==> config.mk <==
export PLATFORM = sky130hd
export DESIGN_NAME = row_dispatch
export DESIGN_NICKNAME = d
export VERILOG_FILES = /design/src/rtl/rowdisp_pkg.sv /design/src/rtl/rowdisp_pick.sv /design/src/rtl/rowdisp_fifo.sv /design/src/rtl/rowdisp_seq.sv /design/src/rtl/row_dispatch.sv
export SDC_FILE = /design/constraint.sdc
export NUM_CORES = 1
export LEC_CHECK = 0
export BUFFER_PORTS_ARGS = -buffer_cell sky130_fd_sc_hd__buf_2
export CORE_MARGIN = 2
export CORE_UTILIZATION = 59
export CTS_CLUSTER_SIZE = 28
export DETAILED_ROUTE_END_ITERATION = 6
export PLACE_DENSITY = 0.91
export SYNTH_ARGS = -nofsm -noshare
export SYNTH_HDL_FRONTEND = slang
export SYNTH_SLANG_ARGS = --single-unit
==> constraint.sdc <==
create_clock -name clk -period 2.4 [get_ports clk]
set_input_delay 0.48 -clock clk [delete_from_list [all_inputs] [get_ports clk]]
set_output_delay 0.48 -clock clk [all_outputs]
set_load 0.02 [all_outputs]
==> src/rtl/rowdisp_pkg.sv <==
package rowdisp_pkg;
  localparam int ROW_W = 9;
  localparam int COL_W = 10;
  localparam int VAL_W = 16;
  localparam int CRD_W = 27;
  localparam int RES_W = ROW_W + COL_W + VAL_W;

  typedef struct packed {
    logic [ROW_W-1:0] row;
    logic [COL_W-1:0] col;
    logic [VAL_W-1:0] val;
  } res_t;
endpackage

==> src/rtl/rowdisp_pick.sv <==
// Lowest-index fixed-priority picker: one-hot or zero grant.
module rowdisp_pick #(
  parameter int N = 4
) (
  input  logic [N-1:0] req,
  output logic [N-1:0] gnt
);
  always_comb begin
    gnt = '0;
    for (int i = N - 1; i >= 0; i--) begin
      if (req[i]) gnt = N'(1) << i;
    end
  end
endmodule

==> src/rtl/rowdisp_fifo.sv <==
// Small synchronous queue; DEPTH must be a power of two.
module rowdisp_fifo #(
  parameter int W     = 8,
  parameter int DEPTH = 4
) (
  input  logic         clk,
  input  logic         rst_n,
  input  logic         push,
  input  logic [W-1:0] din,
  input  logic         pop,
  output logic [W-1:0] dout,
  output logic         empty,
  output logic         ovf
);
  localparam int AW = $clog2(DEPTH);

  logic [W-1:0]  mem [DEPTH];
  logic [AW-1:0] wr_q, wr_n, rd_q, rd_n;
  logic [AW:0]   cnt_q, cnt_n;
  logic          ovf_q, ovf_n;
  logic          full, accept, take;

  assign full   = (cnt_q == (AW+1)'(DEPTH));
  assign empty  = (cnt_q == '0);
  assign accept = push && !full;
  assign take   = pop && !empty;

  always_comb begin
    wr_n  = accept ? wr_q + 1'b1 : wr_q;
    rd_n  = take ? rd_q + 1'b1 : rd_q;
    cnt_n = cnt_q + (AW+1)'(accept) - (AW+1)'(take);
    ovf_n = ovf_q | (push & full);
  end

  always_ff @(posedge clk or negedge rst_n) begin
    if (!rst_n) begin
      wr_q  <= '0;
      rd_q  <= '0;
      cnt_q <= '0;
      ovf_q <= 1'b0;
    end else begin
      wr_q  <= wr_n;
      rd_q  <= rd_n;
      cnt_q <= cnt_n;
      ovf_q <= ovf_n;
    end
  end

  always_ff @(posedge clk) begin
    if (accept) mem[wr_q] <= din;
  end

  assign dout = mem[rd_q];
  assign ovf  = ovf_q;
endmodule

==> src/rtl/rowdisp_seq.sv <==
// Row number and coordinate sequencer with frame wrap.
module rowdisp_seq
  import rowdisp_pkg::*;
#(
  parameter int ROWS = 480
) (
  input  logic             clk,
  input  logic             rst_n,
  input  logic             adv,
  input  logic [CRD_W-1:0] top_left,
  input  logic [CRD_W-1:0] step,
  output logic [ROW_W-1:0] row_idx,
  output logic [CRD_W-1:0] row_coord,
  output logic             frame_done
);
  localparam logic [ROW_W-1:0] LAST = ROW_W'(ROWS - 1);

  logic [ROW_W-1:0] idx_q, idx_n;
  logic [CRD_W-1:0] acc_q, acc_n;
  logic             fresh_q, fresh_n;  // coordinate equals top_left
  logic             fd_q, fd_n;
  logic [CRD_W-1:0] cur;

  assign cur = fresh_q ? top_left : acc_q;

  always_comb begin
    idx_n   = idx_q;
    acc_n   = acc_q;
    fresh_n = fresh_q;
    fd_n    = 1'b0;
    if (adv) begin
      if (idx_q == LAST) begin
        idx_n   = '0;
        fresh_n = 1'b1;
        fd_n    = 1'b1;
      end else begin
        idx_n   = idx_q + 1'b1;
        acc_n   = cur + step;
        fresh_n = 1'b0;
      end
    end
  end

  always_ff @(posedge clk or negedge rst_n) begin
    if (!rst_n) begin
      idx_q   <= '0;
      acc_q   <= '0;
      fresh_q <= 1'b1;
      fd_q    <= 1'b0;
    end else begin
      idx_q   <= idx_n;
      acc_q   <= acc_n;
      fresh_q <= fresh_n;
      fd_q    <= fd_n;
    end
  end

  assign row_idx    = idx_q;
  assign row_coord  = cur;
  assign frame_done = fd_q;
endmodule

==> src/rtl/row_dispatch.sv <==
module row_dispatch
  import rowdisp_pkg::*;
#(
  parameter int N     = 4,
  parameter int ROWS  = 480,
  parameter int DEPTH = 4
) (
  input  logic               clk,
  input  logic               rst_n,
  input  logic [CRD_W-1:0]   top_left,
  input  logic [CRD_W-1:0]   step,
  input  logic [N-1:0]       wkr_req,
  output logic [N-1:0]       wkr_grant,
  output logic [ROW_W-1:0]   row_idx,
  output logic [CRD_W-1:0]   row_coord,
  output logic               frame_done,
  input  logic [N-1:0]       res_stb,
  input  logic [N*ROW_W-1:0] res_row,
  input  logic [N*COL_W-1:0] res_col,
  input  logic [N*VAL_W-1:0] res_val,
  output logic               out_stb,
  output logic [ROW_W-1:0]   out_row,
  output logic [COL_W-1:0]   out_col,
  output logic [VAL_W-1:0]   out_val,
  output logic [N-1:0]       overflow
);
  // Reset: asserted asynchronously, released through two flops.
  logic [1:0] rsync_q;
  logic       rst_int_n;

  always_ff @(posedge clk or negedge rst_n) begin
    if (!rst_n) rsync_q <= 2'b00;
    else        rsync_q <= {rsync_q[0], 1'b1};
  end
  assign rst_int_n = rsync_q[1];

  // Dispatch side
  rowdisp_pick #(.N(N)) u_gpick (.req(wkr_req), .gnt(wkr_grant));

  rowdisp_seq #(.ROWS(ROWS)) u_seq (
    .clk        (clk),
    .rst_n      (rst_int_n),
    .adv        (|wkr_grant),
    .top_left   (top_left),
    .step       (step),
    .row_idx    (row_idx),
    .row_coord  (row_coord),
    .frame_done (frame_done)
  );

  // Collection side
  logic [N-1:0] nonempty, drain;
  res_t         head [N];
  res_t         sel;

  for (genvar i = 0; i < N; i++) begin : g_q
    res_t       rec;
    logic [RES_W-1:0] dout;
    logic       emp;

    assign rec.row = res_row[i*ROW_W +: ROW_W];
    assign rec.col = res_col[i*COL_W +: COL_W];
    assign rec.val = res_val[i*VAL_W +: VAL_W];

    rowdisp_fifo #(.W(RES_W), .DEPTH(DEPTH)) u_fifo (
      .clk   (clk),
      .rst_n (rst_int_n),
      .push  (res_stb[i]),
      .din   (rec),
      .pop   (drain[i]),
      .dout  (dout),
      .empty (emp),
      .ovf   (overflow[i])
    );

    assign head[i]     = res_t'(dout);
    assign nonempty[i] = !emp;
  end

  rowdisp_pick #(.N(N)) u_dpick (.req(nonempty), .gnt(drain));

  always_comb begin
    sel = '0;
    for (int i = 0; i < N; i++) begin
      sel = sel | (head[i] & {RES_W{drain[i]}});
    end
  end

  assign out_stb = |drain;
  assign out_row = sel.row;
  assign out_col = sel.col;
  assign out_val = sel.val;
endmodule

Word level (Yosys, flattened, before mapping)
Memory sizes are Yosys's and may differ from the RTL's.
Index checks and enable logic that the tools add are counted.

storage, ports and cells
  register bits = 72
  latch bits = 0
  bits in writable memories = 560
  bits in read-only memories = 0
  input port bits = 204
  output and inout port bits = 81
  logic and storage cells = 107
  memories kept = 4

memory list
  name               depth  bits a word  read ports  clocked after memory_dff  write ports  line                RTL
  g_q[0].u_fifo.mem  4      35           1           0                         1            rowdisp_fifo.sv:17  logic [W-1:0] mem [DEPTH];
  g_q[1].u_fifo.mem  4      35           1           0                         1            rowdisp_fifo.sv:17
  g_q[2].u_fifo.mem  4      35           1           0                         1            rowdisp_fifo.sv:17
  g_q[3].u_fifo.mem  4      35           1           0                         1            rowdisp_fifo.sv:17

cells by class
  $add $sub $neg = 18
  multiply operators = 0
  div/mod/pow operators = 0
  order comparisons = 0
  eq/ne operators = 5
  shift operators = 0
  multiplexer cells = 20
  bitwise operators = 16
  reductions and logical operators = 23

operators with widths
  kind                 number
  $and 35x35->35       4
  $or 35x35->35        3
  $mux 4               8
  $add 27x27->27       1
  $mux 27              1
  $add 2x1->2 const B  8
  $add 3x1->3          4
  $eq 3x3->1 const B   4
  $logic_not 3->1      4
  $sub 3x1->3          4
  $mux 1               10
  $add 9x1->9 const B  1
  $eq 9x9->1 const B   1
  $mux 9               1
  $logic_and 1x1->1    8
  $logic_not 1->1      8
  $reduce_or 4->1      2
  $and 1x1->1          4
  $or 1x1->1           4
  $reduce_and 2->1     1
  $not 1->1            1

Longest topological paths before layout
  depth in word-level cells = 9
  gate-level depth with buffers = 13
  mapped depth without buffers = 12

Modules after synthesis
Synthesis repeated with hierarchy kept, for this count alone.

second synthesis, totals
  cell total of the unflattened synthesis = 1,417
  area total of the unflattened synthesis = 26,608.0 µm²

modules (own cells, without submodules)
  module        instances  cells an instance  area each (µm²)  seq. area each (µm²)
  rowdisp_fifo  4          227                5,610.4          4,404.2
  rowdisp_seq   1          371                3,258.1          952.2
  row_dispatch  1          130                830.8            50.0
  rowdisp_pick  2          4                  38.8             0.0

Worst setup path after synthesis
OpenSTA, ideal clock, no wires.

  kind = reg2reg
  start point = register u_seq.fresh_q
  end point = register u_seq.acc_q[22]
  library setup time = 124 ps
  data arrival time = 3,158 ps
  data required time = 2,276 ps
  slack = -881 ps
  stages on the path, launching flop included = 13
  path buffers = 2
  clock period less this slack = 3,281 ps
  cell sequence = dfstp_2 > buf_2 > buf_1 > mux2_2 > ha_1 > a21oi_2 > o21ai_1 > or3_4 > o22ai_4 > nand2_2 > o31ai_2 > xor2_1 > o21ai_1

between the ends
  word-level cells in the longest chain between the ends = 2

RTL lines
  item                    line                RTL
  start, declared         rowdisp_seq.sv:20   logic fresh_q, fresh_n;
  start signal, assigned  rowdisp_seq.sv:53   fresh_q <= fresh_n;
  $mux 27                 rowdisp_seq.sv:24   assign cur = fresh_q ? top_left : acc_q;
  named net row_coord[9]  row_dispatch.sv:15  output logic [CRD_W-1:0] row_coord,
  $add 27x27->27          rowdisp_seq.sv:38   acc_n = cur + step;
  end signal, assigned    rowdisp_seq.sv:52   acc_q <= acc_n;
  end, declared           rowdisp_seq.sv:19   logic [CRD_W-1:0] acc_q, acc_n;

The timed path passes the listed nets, and every way through them passes these cells.
A chain may end at the register's enable or synchronous reset.

Worst setup path after layout
  start point = register g_q[1].u_fifo.cnt_q[2]
  end point = output out_val[10]

between the ends
  word-level cells in the longest chain between the ends = 7
  elaborated cells on any way between the ends = 10
  classes of those cells = 2 x mux; 7 x bitwise; 1 x reduce/logical

RTL lines
  item                         line                RTL
  start, declared              rowdisp_fifo.sv:19  logic [AW:0] cnt_q, cnt_n;
  start signal, assigned       rowdisp_fifo.sv:44  cnt_q <= cnt_n;
  $logic_not 3->1 (*)          rowdisp_fifo.sv:24  assign empty = (cnt_q == '0);
  $mux 4 (*) (2 in series)     rowdisp_pick.sv:11  if (req[i]) gnt = N'(1) << i;
  $and 35x35->35               row_dispatch.sv:85  sel = sel | (head[i] & {RES_W{drain[i]}});
  $or 35x35->35 (2 in series)  row_dispatch.sv:85
  $or 35x35->35 (*)            row_dispatch.sv:85
  end, declared                row_dispatch.sv:24  output logic [VAL_W-1:0] out_val,

Every way passes the cells marked *; elsewhere a longest branch is shown, timed or not.

==> impl_metrics.ini <==
[worst_setup_path]
path_class = reg2out
cp-start-kind = register
critPathCaptureType = primary output
required_ps = 1920
crit_path_max_incr_delay_ps = 420
critical_path.slowest_cell = dfrtp_1
crit_arrival_ps = 2630
path_max_fanout = 6
crit_path_cell_trace = buf_6, nor3_4, nand3_2, nor2_4, buf_12, buf_4, a22oi_2, o21ai_2, buf_6
critPathMostFrequentCell = buf_6

[finish]
regArea_um2 = 18600
fillCellCount = 1980
final_cell_mix = edfxtp_1, buf_2, mux4_2
finish.utilization = 0.789
final_common_cell = edfxtp_1
multi_input_comb_area_um2 = 8160
area_growth_syn_to_layout_pct = 31.6
nNetsFinal = 2150
layoutNonFillerInstCount = 2544
drive_gt1_frac = 0.507

[yosys]
number_of_nets_in_the_synthesized_netlist = 1650
synth_enable_flop_cells = 560
synthCells = 1390
syn-mean-instance-area_um2 = 18.6
synthesis.area_um2 = 25900
dominantRegCellSynth = edfxtp_1
yosys.area.top_type_share = 0.649
yosysUniqueCellTypes = 63
synthesis.yosys.warnings = 0
synth_top_area_cell = edfxtp_1
synth.yosys.seq_area_share = 0.719
synth_seq_cells = 632
synthArstFlopShare = 0.114
yosys-top-cells-area = edfxtp_1, mux4_2, dfrtp_1

[detailed_routing]
antenna_left = 0
drt_iter0_markers = 2301
postRouteWirelength_mm = 84.8
drc = 0
detail_route.vias_per_cell = 6.74
post_drt_wl_per_cell_um = 33.3
drt-pass1-iter-count = 6
num_vias = 17100

[status]
failed_checks = negative setup slack
status = complete, but fails checks

[global_route]
antenna_found_initial = 20
via_count_of_the_first_global_routing_pass = 17000
grt_pass1_wl_mm = 111
global_route.usage.total = 0.342
globalRoute.totalOverflow = 0
pin_count_of_the_biggest_net_entering_global_routing = 44

[sta]
maxClockFrequency_mhz = 322
rsz0062_at_grt = yes
normalized_max_slew_margin = 0.323
timing.final.crit_share = 1.29
report.final.setup_viol = 89
hold_viol = 0
worstMarginPinSlew_ps = 1010
final.setup.worst_slack_ps = -708
fin_worst_skew_ps = 40.0
final_max_slew_viol_count = 0
period_minus_slack_ps = 3110

[die]
die_width_um = 214
boundaryPins = 285
core_um2 = 43200
initial_utilization = 0.600
die_area_um2 = 45600
num_rows = 76
die_height_um = 214

[clock_network]
number_of_clock_sinks_seen_by_cts = 632
h-tree-depth = 2
cts-buffers-inserted = 60
tritoncts = yes
worst_skew_pair.late_latency_ps = 650
cts_root_buffer = clkbuf_16
clkTransAtPathRegs_ps = 70
clock_path_buffers = 3

[placement]
numPlacedInstances = 2344
dp.final_hpwl_mm = 43.6
place.gp.congestion = 0.918
port-buffer-count = 284
detailedPlace.worstSlack_ps = -547

[power]
cellLeakagePower_nw = 12.4
ir_worst_vdd_mv = 1.05
p_per_area_nw_per_um2 = 1400

[run]
maxCapViolations = 0

[worst_hold_path]
worst_hold_path_type = in2reg
[area by class of cell]
cell class	instances	share of cell area
flip-flops and latches	632	0.547
inverters	33	0.00419
multi-input cells	656	0.239
diodes	18	0.00132
repair buffers	507	0.127
well taps	585	0.0215
clock buffers	71	0.0465
clock inverters	42	0.0137
[path summary, 6_finish.rpt]
kind,end,slack (ps),depth (start not counted),startpoint
setup / recovery,out_val[10],-710,9,g_q[1].u_fifo.cnt_q[2]
hold / removal,g_q[2].u_fifo.mem[3][11],50,1,res_val[43]
setup reg to reg,u_seq.acc_q[18],-700,11,u_seq.fresh_q
hold reg to reg,u_seq.row_idx[8],350,0,rsync_q[1]
max in group asynchronous,u_seq.fresh_q,1250,1,rsync_q[1]
min in group asynchronous,rsync_q[1],150,2,rst_n
[Yosys cell counts (28+ instances only)]
cell	n
edfxtp_1	560
mux4_2	140
dfrtp_1	71
a22oi_1	70
nand2_1	62
o21ai_0	58
ha_1	51
inv_1	33
clkbuf_1	32
xnor2_1	32
nor2_1	31
a21oi_1	28
[critical path, delay by kind of cell, from the launching register on]
kind / cells / cell delay (ps)
compound gates: 2 / 270
simple gates: 3 / 670
buf+inv: 4 / 620
flops: 1 / 420
[power by group]
group / leakage [nW] / total (mW) / switching, mW / internal (mW)
sequential: 5.97 / 16.0 / 1.30 / 14.7
clock: 1.01 / 9.99 / 4.28 / 5.71
combinational: 5.40 / 21.7 / 11.8 / 9.94
total: 12.4 / 47.7 / 17.4 / 30.3
[sequential cells by signal (all words and copies together), names as in the netlist]
| signal | cells |
|---|---|
| g_q.u_fifo.ovf | 4 |
| g_q.u_fifo.wr_q | 8 |
| u_seq.acc_q | 27 |
| u_seq.fresh_q | 1 |
| u_seq.frame_done | 1 |
| g_q.u_fifo.cnt_q | 12 |
| rsync_q | 2 |
| g_q.u_fifo.mem | 560 |
| g_q.u_fifo.rd_q | 8 |
| u_seq.row_idx | 9 |
[cell families after synthesis]
kind of cell / count (synthesis) / share of synthesized area
muxes: 168 / 0.134
xor gates and xnor gates: 47 / 0.0159
buffers and inverters: 102 / 0.0167
and+or+nand+nor: 156 / 0.0287
AOI/OAI and AO/OA: 228 / 0.0575
adders and majority gates: 56 / 0.0285
other: 1 / 0.000145
DFF: 632 / 0.719
[per-stage QoR]
stage                     power, mW  instance area (um^2)  TNS (ps)  hold slack, ps
after floorplan                25.1                 26100     -4230             184
after global placement         30.9                 29600     -5480             265
after detailed placement       31.8                 29600     -9300             268
after CTS                      44.3                 33000    -29480            28.2
after global routing           49.0                 34100    -40520            38.4
final                          47.7                 34100    -37800            51.7
[per-layer routing]
layer	up-vias	global-route usage	wire (um)
met3	384	0.0671	8930
met2	1457	0.580	42600
met5	-	0	64
met1	8656	0.416	26800
li1	6634	-	-
met4	12	0.190	6350
[repair_timing]
item,CTS,global route
setup endpoints to repair,86,91
pin swaps,36,63
hold buffers,1,0
cloned,5,5
resized for setup,265,166
setup buffers,31,43
hold endpoints to repair,2,0
No activity file was read; power rests on OpenSTA's default activity.
